**src/rtl/pwm_cdt_pkg.sv**
```systemverilog
package pwm_cdt_pkg;
    localparam int PWM_CNT_W = 16;
    localparam int PWM_DT_W  = 12;

    typedef enum logic [1:0] {
        SEL_PERIOD = 2'd0,
        SEL_DUTY   = 2'd1,
        SEL_DT_HI  = 2'd2,
        SEL_DT_LO  = 2'd3
    } pwm_sel_e;

    localparam int SIDE_HI = 0;
    localparam int SIDE_LO = 1;
    localparam int N_SIDES = 2;
endpackage

```
**src/rtl/pwm_cdt_regs.sv**
```systemverilog
module pwm_cdt_regs
    import pwm_cdt_pkg::*;
#(
    parameter int CNT_W = PWM_CNT_W,
    parameter int DT_W  = PWM_DT_W
) (
    input  logic             clk,
    input  logic             rst_n,
    input  logic             wr_en,
    input  pwm_sel_e         wr_sel,
    input  logic [CNT_W-1:0] wr_data,
    input  logic             upd,
    input  logic [1:0]       ovr_en,
    input  logic [1:0]       ovr_val,
    output logic [CNT_W-1:0] per_a,
    output logic [CNT_W-1:0] duty_a,
    output logic [DT_W-1:0]  dth_a,
    output logic [DT_W-1:0]  dtl_a,
    output logic [1:0]       sovr_en,
    output logic [1:0]       sovr_val
);
    typedef struct packed {
        logic [CNT_W-1:0] per;
        logic [CNT_W-1:0] duty;
        logic [DT_W-1:0]  dth;
        logic [DT_W-1:0]  dtl;
    } bank_t;

    typedef struct packed {
        bank_t      sh;
        bank_t      act;
        logic [1:0] oen;
        logic [1:0] oval;
    } regs_t;

    regs_t st_d, st_q;

    always_comb begin
        st_d = st_q;
        if (wr_en) begin
            case (wr_sel)
                SEL_PERIOD: st_d.sh.per  = wr_data;
                SEL_DUTY:   st_d.sh.duty = wr_data;
                SEL_DT_HI:  st_d.sh.dth  = wr_data[DT_W-1:0];
                SEL_DT_LO:  st_d.sh.dtl  = wr_data[DT_W-1:0];
                default:    st_d.sh      = st_q.sh;
            endcase
        end
        if (upd) begin
            st_d.act  = st_q.sh;
            st_d.oen  = ovr_en;
            st_d.oval = ovr_val;
        end
    end

    always_ff @(posedge clk or negedge rst_n) begin
        if (!rst_n) st_q <= '0;
        else        st_q <= st_d;
    end

    assign per_a    = st_q.act.per;
    assign duty_a   = st_q.act.duty;
    assign dth_a    = st_q.act.dth;
    assign dtl_a    = st_q.act.dtl;
    assign sovr_en  = st_q.oen;
    assign sovr_val = st_q.oval;
endmodule

```
**src/rtl/pwm_cdt_timebase.sv**
```systemverilog
module pwm_cdt_timebase
    import pwm_cdt_pkg::*;
#(
    parameter int CNT_W = PWM_CNT_W
) (
    input  logic             clk,
    input  logic             rst_n,
    input  logic             enable,
    input  logic             tick,
    input  logic             center,
    input  logic [CNT_W-1:0] per_a,
    output logic [CNT_W-1:0] count,
    output logic             upd
);
    localparam logic [CNT_W-1:0] ONE = CNT_W'(1);

    typedef struct packed {
        logic [CNT_W-1:0] cnt;
        logic             down;
    } tb_t;

    tb_t tb_d, tb_q;

    always_comb begin
        tb_d = tb_q;
        upd  = 1'b0;
        if (!enable) begin
            tb_d = '0;
            upd  = 1'b1;
        end else if (tick) begin
            if (!center) begin
                tb_d.down = 1'b0;
                if (tb_q.cnt >= per_a) begin
                    tb_d.cnt = '0;
                    upd      = 1'b1;
                end else begin
                    tb_d.cnt = tb_q.cnt + ONE;
                end
            end else if (!tb_q.down) begin
                if (tb_q.cnt >= per_a) begin
                    if (tb_q.cnt <= ONE) begin
                        tb_d.cnt  = '0;
                        tb_d.down = 1'b0;
                        upd       = 1'b1;
                    end else begin
                        tb_d.cnt  = tb_q.cnt - ONE;
                        tb_d.down = 1'b1;
                    end
                end else begin
                    tb_d.cnt = tb_q.cnt + ONE;
                end
            end else begin
                tb_d.cnt = tb_q.cnt - ONE;
                if (tb_q.cnt == ONE) begin
                    tb_d.down = 1'b0;
                    upd       = 1'b1;
                end
            end
        end
    end

    always_ff @(posedge clk or negedge rst_n) begin
        if (!rst_n) tb_q <= '0;
        else        tb_q <= tb_d;
    end

    assign count = tb_q.cnt;
endmodule

```
**src/rtl/pwm_cdt_deadtime.sv**
```systemverilog
module pwm_cdt_deadtime
    import pwm_cdt_pkg::*;
#(
    parameter int DT_W = PWM_DT_W
) (
    input  logic            clk,
    input  logic            rst_n,
    input  logic            enable,
    input  logic            tick,
    input  logic            want,
    input  logic [DT_W-1:0] dt,
    output logic            act
);
    localparam logic [DT_W-1:0] ONE = DT_W'(1);

    typedef struct packed {
        logic [DT_W-1:0] wait_cnt;
        logic            on;
    } dt_t;

    dt_t dt_d, dt_q;

    always_comb begin
        dt_d = dt_q;
        if (!enable || !want) begin
            dt_d = '0;
        end else if (!dt_q.on) begin
            if (dt_q.wait_cnt >= dt) dt_d.on = 1'b1;
            else if (tick)           dt_d.wait_cnt = dt_q.wait_cnt + ONE;
        end
    end

    always_ff @(posedge clk or negedge rst_n) begin
        if (!rst_n) dt_q <= '0;
        else        dt_q <= dt_d;
    end

    assign act = dt_q.on;
endmodule

```
**src/rtl/pwm_cdt_channel.sv**
```systemverilog
module pwm_cdt_channel
    import pwm_cdt_pkg::*;
#(
    parameter int CNT_W = PWM_CNT_W,
    parameter int DT_W  = PWM_DT_W
) (
    input  logic             clk,
    input  logic             rst_n,
    input  logic             enable,
    input  logic             tick,
    input  logic             center,
    input  logic             pol,
    input  logic             wr_en,
    input  logic [1:0]       wr_sel,
    input  logic [CNT_W-1:0] wr_data,
    input  logic [1:0]       ovr_en,
    input  logic [1:0]       ovr_val,
    input  logic             ovr_sync,
    input  logic             fault,
    input  logic [1:0]       fault_lvl,
    output logic [1:0]       pwm_out,
    output logic [CNT_W-1:0] count
);
    logic [CNT_W-1:0] per_a, duty_a;
    logic [DT_W-1:0]  dth_a, dtl_a;
    logic [1:0]       sovr_en, sovr_val;
    logic             upd;
    logic             ref_hi;
    logic [N_SIDES-1:0] want, act;
    logic [DT_W-1:0]  dt_v [N_SIDES];

    pwm_cdt_regs #(.CNT_W(CNT_W), .DT_W(DT_W)) u_regs (
        .clk      (clk),
        .rst_n    (rst_n),
        .wr_en    (wr_en),
        .wr_sel   (pwm_sel_e'(wr_sel)),
        .wr_data  (wr_data),
        .upd      (upd),
        .ovr_en   (ovr_en),
        .ovr_val  (ovr_val),
        .per_a    (per_a),
        .duty_a   (duty_a),
        .dth_a    (dth_a),
        .dtl_a    (dtl_a),
        .sovr_en  (sovr_en),
        .sovr_val (sovr_val)
    );

    pwm_cdt_timebase #(.CNT_W(CNT_W)) u_tb (
        .clk    (clk),
        .rst_n  (rst_n),
        .enable (enable),
        .tick   (tick),
        .center (center),
        .per_a  (per_a),
        .count  (count),
        .upd    (upd)
    );

    assign ref_hi        = (count < duty_a);
    assign want[SIDE_HI] = ref_hi;
    assign want[SIDE_LO] = ~ref_hi;
    assign dt_v[SIDE_HI] = dth_a;
    assign dt_v[SIDE_LO] = dtl_a;

    for (genvar gi = 0; gi < N_SIDES; gi++) begin : g_side
        pwm_cdt_deadtime #(.DT_W(DT_W)) u_dt (
            .clk    (clk),
            .rst_n  (rst_n),
            .enable (enable),
            .tick   (tick),
            .want   (want[gi]),
            .dt     (dt_v[gi]),
            .act    (act[gi])
        );
    end

    always_comb begin
        for (int i = 0; i < N_SIDES; i++) begin
            logic oe, ov, wave;
            wave = act[i] ~^ pol;
            oe   = ovr_sync ? sovr_en[i]  : ovr_en[i];
            ov   = ovr_sync ? sovr_val[i] : ovr_val[i];
            if (fault)   pwm_out[i] = fault_lvl[i];
            else if (oe) pwm_out[i] = ov;
            else         pwm_out[i] = wave;
        end
    end
endmodule

```
**config.mk**
```make
export PLATFORM = sky130hd
export DESIGN_NAME = pwm_cdt_channel
export DESIGN_NICKNAME = d
export VERILOG_FILES = /design/src/rtl/pwm_cdt_pkg.sv /design/src/rtl/pwm_cdt_regs.sv /design/src/rtl/pwm_cdt_timebase.sv /design/src/rtl/pwm_cdt_deadtime.sv /design/src/rtl/pwm_cdt_channel.sv
export SDC_FILE = /design/constraint.sdc
export NUM_CORES = 1
export LEC_CHECK = 0
export BUFFER_PORTS_ARGS = -buffer_cell sky130_fd_sc_hd__buf_2
export CAP_MARGIN = 5
export CORE_AREA = 2 2 111 167
export CTS_CLUSTER_DIAMETER = 100
export DETAILED_ROUTE_END_ITERATION = 16
export DIE_AREA = 0 0 113 169
export HOLD_SLACK_MARGIN = 0.12
export PLACE_DENSITY = 0.67
export SLEW_MARGIN = 40
export SYNTH_ARGS = -nofsm -noshare
export SYNTH_HDL_FRONTEND = slang
export SYNTH_SLANG_ARGS = --single-unit
```
**constraint.sdc**
```tcl
create_clock -name clk -period 3.3 [get_ports clk]
set_input_delay 0.495 -clock clk [delete_from_list [all_inputs] [get_ports clk]]
set_output_delay 0.495 -clock clk [all_outputs]
set_load 0.01 [all_outputs]
```
# --- Yosys cells after proc, flatten, opt, wreduce, memory -nomap -nowiden ---
# Cells that the tools add are included.
op_classes:
  add_sub_neg: 4
  multipliers: 0
  div: 0
  n_lt_le_gt_ge: 5
  n_eq_ne: 9
  n_shift: 0
  n_mux: 35
  bitwise_logic: 2
  n_reduce_logical: 13
op_table:
  columns: ["op", "count"]
  rows:
  - ["two-way mux 17 bit", 5]
  - ["two-way mux 13 bit", 4]
  - ["two-way mux 12 bit", 4]
  - ["two-way mux 16 bit", 2]
  - ["adder 12 x 1 -> 12 bit (second input constant)", 2]
  - ["greater-or-equal comparator 12 bit", 2]
  - ["two-way mux 1 bit", 20]
  - ["adder 16 x 1 -> 16 bit (second input constant)", 1]
  - ["equality test 16 x 1 -> 1 bit (second input constant)", 1]
  - ["greater-or-equal comparator 16 bit", 1]
  - ["<= comparator 16 x 1 -> 1 bit (second input constant)", 1]
  - ["< comparator 16 bit", 1]
  - ["subtractor 16 x 1 -> 16 bit (second input constant)", 1]
  - ["AND reduction 2 bit", 4]
  - ["!= test 2 x 1 -> 1 bit (second input constant)", 3]
  - ["AND reduction 3 bit", 2]
  - ["equality test 2 bit (second input constant)", 2]
  - ["!= test 2 bit (second input constant)", 2]
  - ["nonzero test 2 bit", 2]
  - ["equality test 2 x 1 -> 1 bit (second input constant)", 1]
  - ["logical NOT 1 bit", 2]
  - ["logical NOT 2 bit", 1]
  - ["logical OR 1 bit", 2]
  - ["bitwise XNOR 1 bit", 2]
word_totals:
  regBits: 159
  latchBits: 0
  mem_bits_rw: 0
  romBits: 0
  output_inout_bits: 18
  mem_count: 0

# --- Depth between registers and ports, before layout ---
logic_depth:
  depth_word: 7
  depth_mapped: 11

# --- Modules after synthesis ---
# Synthesis repeated with hierarchy kept, for this count alone.
hier_totals:
  hier_cells: 895
  hier_area_um2: 9460.3
modules_own_cells:
  columns: ["mod", "n_inst", "cells_each", "area_each_um2", "seq_area_each_um2"]
  rows:
  - ["pwm_cdt_regs", 1, 307, 4770.8, 2902.8]
  - ["pwm_cdt_deadtime", 2, 127, 1067.3, 325.3]
  - ["pwm_cdt_timebase", 1, 266, 2068.2, 425.4]
  - ["pwm_cdt_channel", 1, 68, 486.7, 0.0]

# --- Worst setup path before layout ---
# No wires, ideal clock.
synth_path:
  path_kind: "register -> register"
  start: "register u_tb.tb_q (netlist bit u_tb.count[13])"
  end: "register u_regs.st_q (netlist bit u_regs.duty_a[0])"
  setup_time_ps: 125
  t_arrival_ps: 2621
  required_ps: 3175
  slack_ps: 555
  stages_incl_launch_ff: 10
  n_path_buf: 1
  synth_period_minus_slack_ps: 2745
  cell_sequence: "dfrtp_1 > ha_1 > a211oi_1 > o21ai_0 > a221o_1 > a21oi_2 > nor3_2 > a311oi_4 > buf_6 > mux2_2"
synth_via:
  elab_chain_cells: 7
synth_rtl:
  columns: ["element", "line_no", "rtl"]
  rows:
  - ["start: declaration", "pwm_cdt_timebase.sv:22", "tb_t tb_d, tb_q;"]
  - ["start signal: assignment", "pwm_cdt_timebase.sv:64", "else tb_q <= tb_d;"]
  - ["<= comparator 16 x 1 -> 1 bit", "pwm_cdt_timebase.sv:41", "if (tb_q.cnt <= ONE) begin"]
  - ["two-way mux 1 bit", "pwm_cdt_timebase.sv:41", null]
  - ["two-way mux 1 bit", "pwm_cdt_timebase.sv:40", "if (tb_q.cnt >= per_a) begin"]
  - ["two-way mux 1 bit", "pwm_cdt_timebase.sv:39", "end else if (!tb_q.down) begin"]
  - ["two-way mux 1 bit (*)", "pwm_cdt_timebase.sv:31", "if (!center) begin"]
  - ["two-way mux 1 bit (*)", "pwm_cdt_timebase.sv:30", "end else if (tick) begin"]
  - ["two-way mux 1 bit (*)", "pwm_cdt_timebase.sv:27", "if (!enable) begin"]
  - ["end signal: assignment", "pwm_cdt_regs.sv:58", "else st_q <= st_d;"]
  - ["end: declaration", "pwm_cdt_regs.sv:36", "regs_t st_d, st_q;"]
# Every way passes the cells marked *; elsewhere a longest branch is shown, timed or not.
# A chain may end at the register's enable or synchronous reset.

# --- Worst setup path after layout ---
layout_path:
  start: "register u_tb.tb_q (netlist bit u_tb.count[13])"
  end: "register u_regs.st_q (netlist bit u_regs.per_a[14])"
# Same word-level chain as after synthesis.

==> flow_summary_export.csv <==
group,metric,value,unit
layout,syn_to_final_growth,11.6,%
drt,drt-initial-drc-count,464,
placed_design,numPortBuffers,50,
worst_setup_path,timing_worst_setup_path_type,"reg2reg",
clock_tree,cts_tree,"done",
worst_setup_path,cp-end-kind,"flip-flop",
layout,final_cell_mix,"dfrtp_1 (159), mux2_2 (109), inv_1 (61)",
global_route,grt_max_degree,77,
layout,layout-drive-gt1-share,26.1,%
worst_setup_path,slowest_stage,"a221o_1",
clock_tree,clk_latency,0.42,ns
global_route,grt_pass1_vias,6283,
yosys,yosys_warnings,0,
clock_tree,path_clk_slew,0.06,ns
sta,tightest_slew,0.750,ns
layout,nFillCells,1535,
yosys,synth_area_per_cell,10.8,sq um
worst_setup_path,cpLargestDelayFamily,"compound AO/OA/AOI/OAI gates",
global_route,overflow,0,
floorplan,ios,51,
yosys,synthesis.nets,897,
layout,diodes,0,
yosys,netlist_area,8710,sq um
drt,routed_wl,19.1,mm
worst_setup_path,critical_path_buf_inv_count,1,
worst_setup_path,max_stage_delay,0.39,ns
power_and_ir_drop,p_leak,4.59,nW
placed_design,place.gp.congestion,0.845,
clock_tree,numCtsBuffers,17,
sta,rsz0062_at_grt,"no",
drt,route.detailed.drc,3,
yosys,synth_edf_count,0,
worst_setup_path,crit_required,3.60,ns
sta,slew_headroom,49.8,%
global_route,grt_usage,21.1,%
clock_tree,root_buffer,"clkbuf_16",
clock_tree,clock_path_buffers,2,
sta,maxClockFrequency,333,MHz
clock_tree,postCtsResizedCells,0,
yosys,ys_ff_latch,159,
drt,dr_total_vias,6299,
outcome,status,"finished with violations",
clock_tree,holdBufCountCts,0,
sta,fin_crit_sh,91.1,%
worst_setup_path,critical_path.cell_chain,"ha_1 > a211oi_1 > o21ai_0 > a221o_1 > a21oi_2 > nor3_2 > a311oi_4 > buf_12 > mux2_2",
floorplan,core_area,17700,sq um
outcome,violations,"design-rule violations",
worst_setup_path,cp-start-kind,"flip-flop",
clock_tree,numClockSinks,159,
drt,wire_per_inst,17.6,um
global_route,antenna_found_initial,0,
layout,multi_input_area,4210,sq um
layout,layout.nets,945,
yosys,yosysSeqAreaShare,45.7,%
worst_setup_path,r2r_start,"u_tb.count[13]",
sta,fin_skew,0.00542,ns
power_and_ir_drop,p_per_area,522,nW/um^2
min_path,min_path_type,"in2async",
floorplan,start_util,49.1,%
worst_setup_path,critPathLaunch,"u_tb.count[13]",
yosys,syn-instance-count,804,
drt,viasPerCell,5.82,
flow_run,cap_violations,0,
sta,setup-violations-final,0,
sta,hold_violations,0,
sta,slew_violations,0,
yosys,async_flop_share,100,%
floorplan,die_height,169,um
drt,ant_nets,0,
floorplan,die_area,19100,sq um
sta,fin_crit,3.01,ns
power_and_ir_drop,p_total,5.07,mW
drt,first_pass_iters,13,
floorplan,num_rows,60,
placed_design,hpwl,13.7,mm
worst_setup_path,crit_arrival,3.31,ns
sta,tns,0,ns
clock_tree,htreeDepth,4,
yosys,ys_types,62,
global_route,grt_pass1_wl,31.7,mm
layout,final_common_cell,"dfrtp_1",
power_and_ir_drop,irDropWorstVdd,0.472,mV
clock_tree,cts.repair_timing.setup_buffer_count,0,
layout,seq_area,3980,sq um
yosys,synthFlopType,"dfrtp_1",
floorplan,die_w,113,um
worst_setup_path,cp_max_fo,60,
==> power by group <==
group	switching, mW	internal (mW)
clock network	0.774	1.07
logic	0.397	0.410
registers	0.158	2.25
==> cells in the mapped netlist (13+ instances only) <==
library cell  number  area [sq um]
a21oi_1           26           130
and3_1            13          81.3
buf_4             16           120
clkbuf_1          16          60.1
dfrtp_1          159          3980
ha_1              60           751
inv_1             61           229
mux2_2           109          1230
nand2_1           50           188
nand3_1           22           110
nor2_1            41           154
o21ai_0           40           200
xor2_1            15           131
==> per-stage QoR <==
| step | hold WS, ns | worst slack [ns] | instances | util [%] | instance area, sq um |
|---|---|---|---|---|---|
| finish | 0.107 | 0.295 | 1082 | 54.8 | 9710 |
| global route | 0.143 | 0.163 | 1082 | 54.8 | 9710 |
| CTS | 0.126 | 0.305 | 1082 | 54.8 | 9710 |
| detailed placement | 0.472 | 0.339 | 1050 | 51.7 | 9160 |
| global placement | 0.459 | 0.350 | 1050 | 51.7 | 9160 |
| floorplan | 0.199 | 0.555 | 804 | - | 8710 |
==> flip-flops by register name, summed over array words and instances, names as in the netlist, 12 cells and up <==
| register | flops |
|---|---|
| u_tb.count | 16 |
| u_regs.st_q | 56 |
| u_regs.per_a | 16 |
| u_regs.dth_a | 12 |
| g_side.u_dt.dt_q | 24 |
| u_regs.duty_a | 16 |
| u_regs.dtl_a | 12 |
==> layer usage <==
layer,vias to the layer above,GRT usage (%),wire length [um]
met3,42,3.47,690
met2,144,36.9,9900
met4,0,9.28,552
met1,3143,25.5,7950
li1,2970,-,-
met5,-,0,0
==> kinds of logic after synthesis <==
kind of cell,share of synthesized area (%)
simple gates,11.6
compound gates,10.8
flops,45.7
fa+ha+maj,8.62
xor+xnor,1.81
mux,15.4
buf+inv,6.06
==> path summary, 6_finish.rpt <==
check	slack (ns)	cells past startpoint	to
max in group asynchronous	2.36	2	u_regs.per_a[4]
setup / recovery	0.29	9	u_regs.per_a[14]
hold / removal	0.11	1	u_regs.duty_a[12]
hold reg to reg	0.49	1	u_regs.duty_a[1]
setup reg to reg	0.29	9	u_regs.per_a[14]
min in group clk	0.32	2	u_regs.st_q[113]
==> final cells by class <==
class / instances / share of cell area, %
clock inverter: 10 / 0.889
tap: 217 / 2.79
multi-input combinational: 535 / 43.3
clock buffer: 22 / 4.78
sequential: 159 / 41.0
timing repair buffer: 78 / 4.93
inverter: 61 / 2.36
Power figures use the tool's default switching activity.
